File: src/rtl/rtc_pint_pkg.sv
package rtc_pint_pkg;
  typedef enum logic [2:0] {
    PI_OFF   = 3'b000,
    PI_LOW   = 3'b001,
    PI_P2HZ  = 3'b010,
    PI_P1HZ  = 3'b011,
    PI_L_SEC = 3'b100,
    PI_L_MIN = 3'b101,
    PI_L_HR  = 3'b110,
    PI_L_MON = 3'b111
  } pint_sel_e;

  localparam int unsigned SEL_W = 3;
endpackage

File: src/rtl/pint_event_det.sv
module pint_event_det #(
  parameter int unsigned SEC_W  = 6,
  parameter int unsigned MIN_W  = 6,
  parameter int unsigned HOUR_W = 5,
  parameter int unsigned DAY_W  = 5
) (
  input  logic [1:0]        kind_i,
  input  logic              tick_i,
  input  logic [SEC_W-1:0]  sec_i,
  input  logic [MIN_W-1:0]  min_i,
  input  logic [HOUR_W-1:0] hour_i,
  input  logic [DAY_W-1:0]  mday_i,
  output logic              evt_o
);
  localparam logic [DAY_W-1:0] FIRST_DAY = DAY_W'(1);

  logic sec_z, min_z, hour_z, day_one;
  logic [3:0] match;

  assign sec_z   = (sec_i == '0);
  assign min_z   = (min_i == '0);
  assign hour_z  = (hour_i == '0);
  assign day_one = (mday_i == FIRST_DAY);

  // index = low two select bits
  assign match[0] = 1'b1;
  assign match[1] = sec_z;
  assign match[2] = sec_z & min_z;
  assign match[3] = sec_z & min_z & hour_z & day_one;

  assign evt_o = tick_i & match[kind_i];
endmodule

File: src/rtl/pint_flag.sv
module pint_flag (
  input  logic clk_i,
  input  logic rst_ni,
  input  logic level_i,
  input  logic sel_chg_i,
  input  logic evt_i,
  input  logic clr_i,
  output logic flag_o
);
  logic flag_d;

  always_comb begin
    flag_d = flag_o;
    if (!level_i || sel_chg_i) flag_d = 1'b0;
    else if (evt_i)            flag_d = 1'b1;  // event beats clear
    else if (clr_i)            flag_d = 1'b0;
  end

  always_ff @(posedge clk_i or negedge rst_ni) begin
    if (!rst_ni) flag_o <= 1'b0;
    else         flag_o <= flag_d;
  end

  assert_evt_sets_R8: assert property (@(posedge clk_i) disable iff (!rst_ni)
    level_i && !sel_chg_i && evt_i |=> flag_o);

  assert_flag_hold_R9: assert property (@(posedge clk_i) disable iff (!rst_ni)
    flag_o && level_i && !sel_chg_i && !clr_i |=> flag_o);

  assert_clr_drops_R8: assert property (@(posedge clk_i) disable iff (!rst_ni)
    level_i && !sel_chg_i && clr_i && !evt_i |=> !flag_o);

  assert_chg_clears_R10: assert property (@(posedge clk_i) disable iff (!rst_ni)
    sel_chg_i || !level_i |=> !flag_o);

  assert_rise_needs_evt_R4: assert property (@(posedge clk_i) disable iff (!rst_ni)
    $rose(flag_o) |-> $past(evt_i));
endmodule

File: src/rtl/rtc_pint_gen.sv
module rtc_pint_gen
  import rtc_pint_pkg::*;
#(
  parameter int unsigned SEC_W  = 6,
  parameter int unsigned MIN_W  = 6,
  parameter int unsigned HOUR_W = 5,
  parameter int unsigned DAY_W  = 5
) (
  input  logic              clk_i,
  input  logic              rst_ni,
  input  logic [SEL_W-1:0]  sel_i,
  input  logic              ph2_i,
  input  logic              ph1_i,
  input  logic              sec_tick_i,
  input  logic [SEC_W-1:0]  sec_i,
  input  logic [MIN_W-1:0]  min_i,
  input  logic [HOUR_W-1:0] hour_i,
  input  logic [DAY_W-1:0]  mday_i,
  input  logic              flag_clr_i,
  output logic              irq_no
);
  logic [SEL_W-1:0] sel_q;
  logic             sel_chg, level, evt, flag;

  always_ff @(posedge clk_i or negedge rst_ni) begin
    if (!rst_ni) sel_q <= PI_OFF;
    else         sel_q <= sel_i;
  end

  assign sel_chg = (sel_q != sel_i);
  assign level   = sel_i[SEL_W-1];

  pint_event_det #(
    .SEC_W(SEC_W), .MIN_W(MIN_W), .HOUR_W(HOUR_W), .DAY_W(DAY_W)
  ) u_det (
    .kind_i (sel_i[1:0]),
    .tick_i (sec_tick_i),
    .sec_i  (sec_i),
    .min_i  (min_i),
    .hour_i (hour_i),
    .mday_i (mday_i),
    .evt_o  (evt)
  );

  pint_flag u_flag (
    .clk_i     (clk_i),
    .rst_ni    (rst_ni),
    .level_i   (level),
    .sel_chg_i (sel_chg),
    .evt_i     (evt),
    .clr_i     (flag_clr_i),
    .flag_o    (flag)
  );

  always_comb begin
    unique case (pint_sel_e'(sel_i))
      PI_OFF:  irq_no = 1'b1;
      PI_LOW:  irq_no = 1'b0;
      PI_P2HZ: irq_no = ph2_i;
      PI_P1HZ: irq_no = ph1_i;
      default: irq_no = ~flag;
    endcase
  end

  assert_level_irq_R12: assert property (@(posedge clk_i) disable iff (!rst_ni)
    level && !$stable(ph2_i) && $stable(flag) && $stable(sel_i) |-> $stable(irq_no));
endmodule

File: config.mk
export PLATFORM = sky130hd
export DESIGN_NAME = rtc_pint_gen
export DESIGN_NICKNAME = d
export VERILOG_FILES = /design/src/rtl/rtc_pint_pkg.sv /design/src/rtl/pint_event_det.sv /design/src/rtl/pint_flag.sv /design/src/rtl/rtc_pint_gen.sv
export SDC_FILE = /design/constraint.sdc
export NUM_CORES = 1
export LEC_CHECK = 0
export ABC_CLOCK_PERIOD_IN_PS = 1100
export BUFFER_PORTS_ARGS = -buffer_cell sky130_fd_sc_hd__buf_2
export CAP_MARGIN = 20
export CORE_AREA = 2 2 39 41
export CTS_CLUSTER_SIZE = 30
export DETAILED_ROUTE_END_ITERATION = 10
export DIE_AREA = 0 0 41 43
export PLACE_DENSITY = 0.64
export SYNTH_ARGS = -nofsm -noshare
export SYNTH_HDL_FRONTEND = slang
export SYNTH_SLANG_ARGS = --single-unit
File: constraint.sdc
create_clock -name clk_i -period 1.1 [get_ports clk_i]
set_clock_uncertainty 0.05 [all_clocks]
set_input_delay 0.11 -clock clk_i [delete_from_list [all_inputs] [get_ports clk_i]]
set_output_delay 0.11 -clock clk_i [all_outputs]
set_load 0.01 [all_outputs]
==> impl_metrics.py <==
metrics = {
    "critical_path": {
        "arrival_ps": 1150,
        "critPathMaxFanout": 1,
        "crit_start": "hour_i[1]",
        "crit_required_ps": 1210,
        "worstSetupPathType": "primary input to flip-flop",
        "endpoint_kind": "flip-flop",
        "r2r-start": "sel_q[0]$_DFF_PN0_",
        "setup.worst_path.start_class": "primary input",
    },
    "min_path": {
        "min_from": "sel_i[0]",
        "min_path_type": "primary input to flip-flop",
    },
    "run": {
        "drv_cap": 0,
    },
    "timing": {
        "finalMaxSlewViolations": 0,
        "final.min_clock_period_ps": 1048,
        "worst_pin_slew_ps": 276.0,
        "max-slew-margin-rel": 0.8148,
        "fin_crit_sh": 0.9529,
        "rsz0062_at_grt": "yes",
        "finalSetupTns_ps": 0,
        "setup_viol": 0,
        "hold_viol_final": 0,
        "fmax_mhz": 954.1,
    },
    "placed_design": {
        "placed_cells": 73,
        "hpwl_um": 619.6,
        "postPlaceCellArea_um2": 435.4,
        "port-buffer-count": 31,
        "gp_congestion": 0.6135,
    },
    "routing": {
        "drtIter0Drc": 4,
        "ant_nets": 0,
        "vias": 338,
        "routedWlPerCell_um": 8.910,
        "first_pass_iters": 2,
        "drc": 0,
        "drt-vias-per-instance": 4.333,
        "wl_um": 695,
    },
    "logic_synthesis": {
        "yosys_warnings": 0,
        "syn_nets": 57,
        "syn_area_per_cell_um2": 9.432,
        "netlist_instances": 26,
        "ys_ff_latch": 4,
        "syn-cell-area_um2": 245.2,
        "ys_seq_area_frac": 0.4082,
        "ys_types": 16,
    },
    "cts": {
        "cts_num_sinks": 4,
        "clkTransAtPathRegs_ps": 30,
        "cts_made_buffers": 3,
        "cts_tree": "yes",
        "cts.path.max_buffers": 2,
        "clock_latency_ps": 230,
        "cts_setup_buffers": 0,
        "h-tree-depth": 1,
        "root_buffer": "clkbuf_4",
    },
    "pwr": {
        "vdd_drop_max_v": 0.0002739,
        "power_density_nw_per_um2": 879.6,
        "p_leak_uw": 0.0002343,
    },
    "global_route": {
        "grtUsageTotal": 0.1028,
        "antenna_found_initial": 0,
        "grt_pass1_vias": 324,
        "grt_max_degree": 7,
        "grt_overflow": 0,
        "grt_pass1_wl_um": 1159,
    },
    "layout": {
        "final_common_cell": "buf_2",
        "nets": 95,
        "antenna_cells": 0,
        "final_cell_mix": "buf_2, dfrtp_1, nor2_1, clkbuf_4",
        "area_growth_pct": 101.5,
        "fillCellCount": 141,
        "final_cell_area_um2": 494.2,
        "drive_above_1_share": 0.6452,
        "fin_cells": 78,
    },
    "status": {
        "status": "finished clean",
    },
    "die": {
        "placementRows": 14,
        "ios": 32,
        "core_area_um2": 1384,
        "chipHeight_um": 43,
        "die-width_um": 41,
        "die-area_um2": 1763,
        "initial_core_util": 0.1772,
    },
}
## state kept, by name, indices dropped and copies added (netlist names)
signal / cells
sel_q: 3
u_flag.flag_o: 1
## area by class of cell
| type | count | area, um^2 | area share |
|---|---|---|---|
| tap | 16 | 20.02 | 0.04051 |
| multi-input combinational | 20 | 168.9 | 0.3418 |
| timing repair buffer | 33 | 175.2 | 0.3544 |
| clock buffer | 3 | 22.52 | 0.04557 |
| inverter | 2 | 7.507 | 0.01519 |
| sequential | 4 | 100.1 | 0.2025 |
## stage by stage
stage / power (uW) / utilization / hold WS, ps / setup slack, ps
after floorplan: 185.2 / - / -235.6 / 4.037
after global placement: 254.1 / 0.3146 / -133.8 / -164.8
after detailed placement: 256.3 / 0.3146 / -134.8 / -198.3
after CTS: 442.8 / 0.3454 / 19.74 / 37.96
after global routing: 469.0 / 0.3571 / 21.32 / -0.6222
final: 434.7 / 0.3571 / 27.91 / 51.86
## final timing paths
path                                             end  cells past startpoint  slack, ps
min reg2reg                u_flag.flag_o$_DFFE_PN0P_                      2        480
min in group asynchronous         sel_q[2]$_DFF_PN0_                      2        170
max in group asynchronous         sel_q[0]$_DFF_PN0_                      2        720
min                               sel_q[0]$_DFF_PN0_                      1         30
max                        u_flag.flag_o$_DFFE_PN0P_                      5         50
max reg2reg                u_flag.flag_o$_DFFE_PN0P_                      3        240
## cell usage after synthesis
library cell	count	area (um^2)
a31oi_1	1	6.260
dfrtp_1	4	100.1
a311oi_1	1	8.760
nand4_1	2	12.51
nor4_2	1	12.51
xnor2_1	2	17.52
nor4b_1	1	8.760
nor4_1	2	12.51
a21oi_1	2	10.01
nand2b_1	1	6.260
a2111o_1	1	11.26
inv_1	2	7.510
nand2_1	1	3.750
a21oi_2	1	8.760
a21boi_0	1	7.510
nor2_1	3	11.26
## layer usage
layer | global-route usage | share of wire | up-vias
li1 | - | - | 173
met2 | 0.1563 | 0.52 | 17
met3 | 0.04712 | 0.085 | 0
met4 | 0.08000 | 0 | 0
met1 | 0.1010 | 0.39 | 148
met5 | 0 | 0 | -
## timing repair
item / 4_1_cts / 5_1_grt
hold buffers: 2 / 0
hold endpoints to repair: 5 / 0
setup endpoints to repair: 0 / 2
resized for setup: 0 / 3
## kinds of logic (layout without fill, tap and decap cells)
group                  after synthesis  after routing  synth area share
XOR/XNOR                             2              2           0.07144
AND/OR/NAND/NOR                     11             11            0.2755
buffers and inverters                2             38           0.03062
flip-flops                           4              4            0.4082
AO/OA/AOI/OAI                        7              7            0.2143
## worst max-delay path, stage by stage
cell	delay, ps
buf_2	100
nor4_2	260
a31oi_1	130
a2111o_1	410
a21oi_2	140
## where the power goes
group / leakage, uW / switching [uW] / total (uW) / internal [uW]
sequential: 0.0000489 / 2.16 / 156 / 154
combinational: 0.000172 / 45.0 / 107 / 62.3
clock: 0.0000138 / 50.0 / 171 / 121
total: 0.000234 / 97.2 / 435 / 338
(Power assumes the default switching activity.)
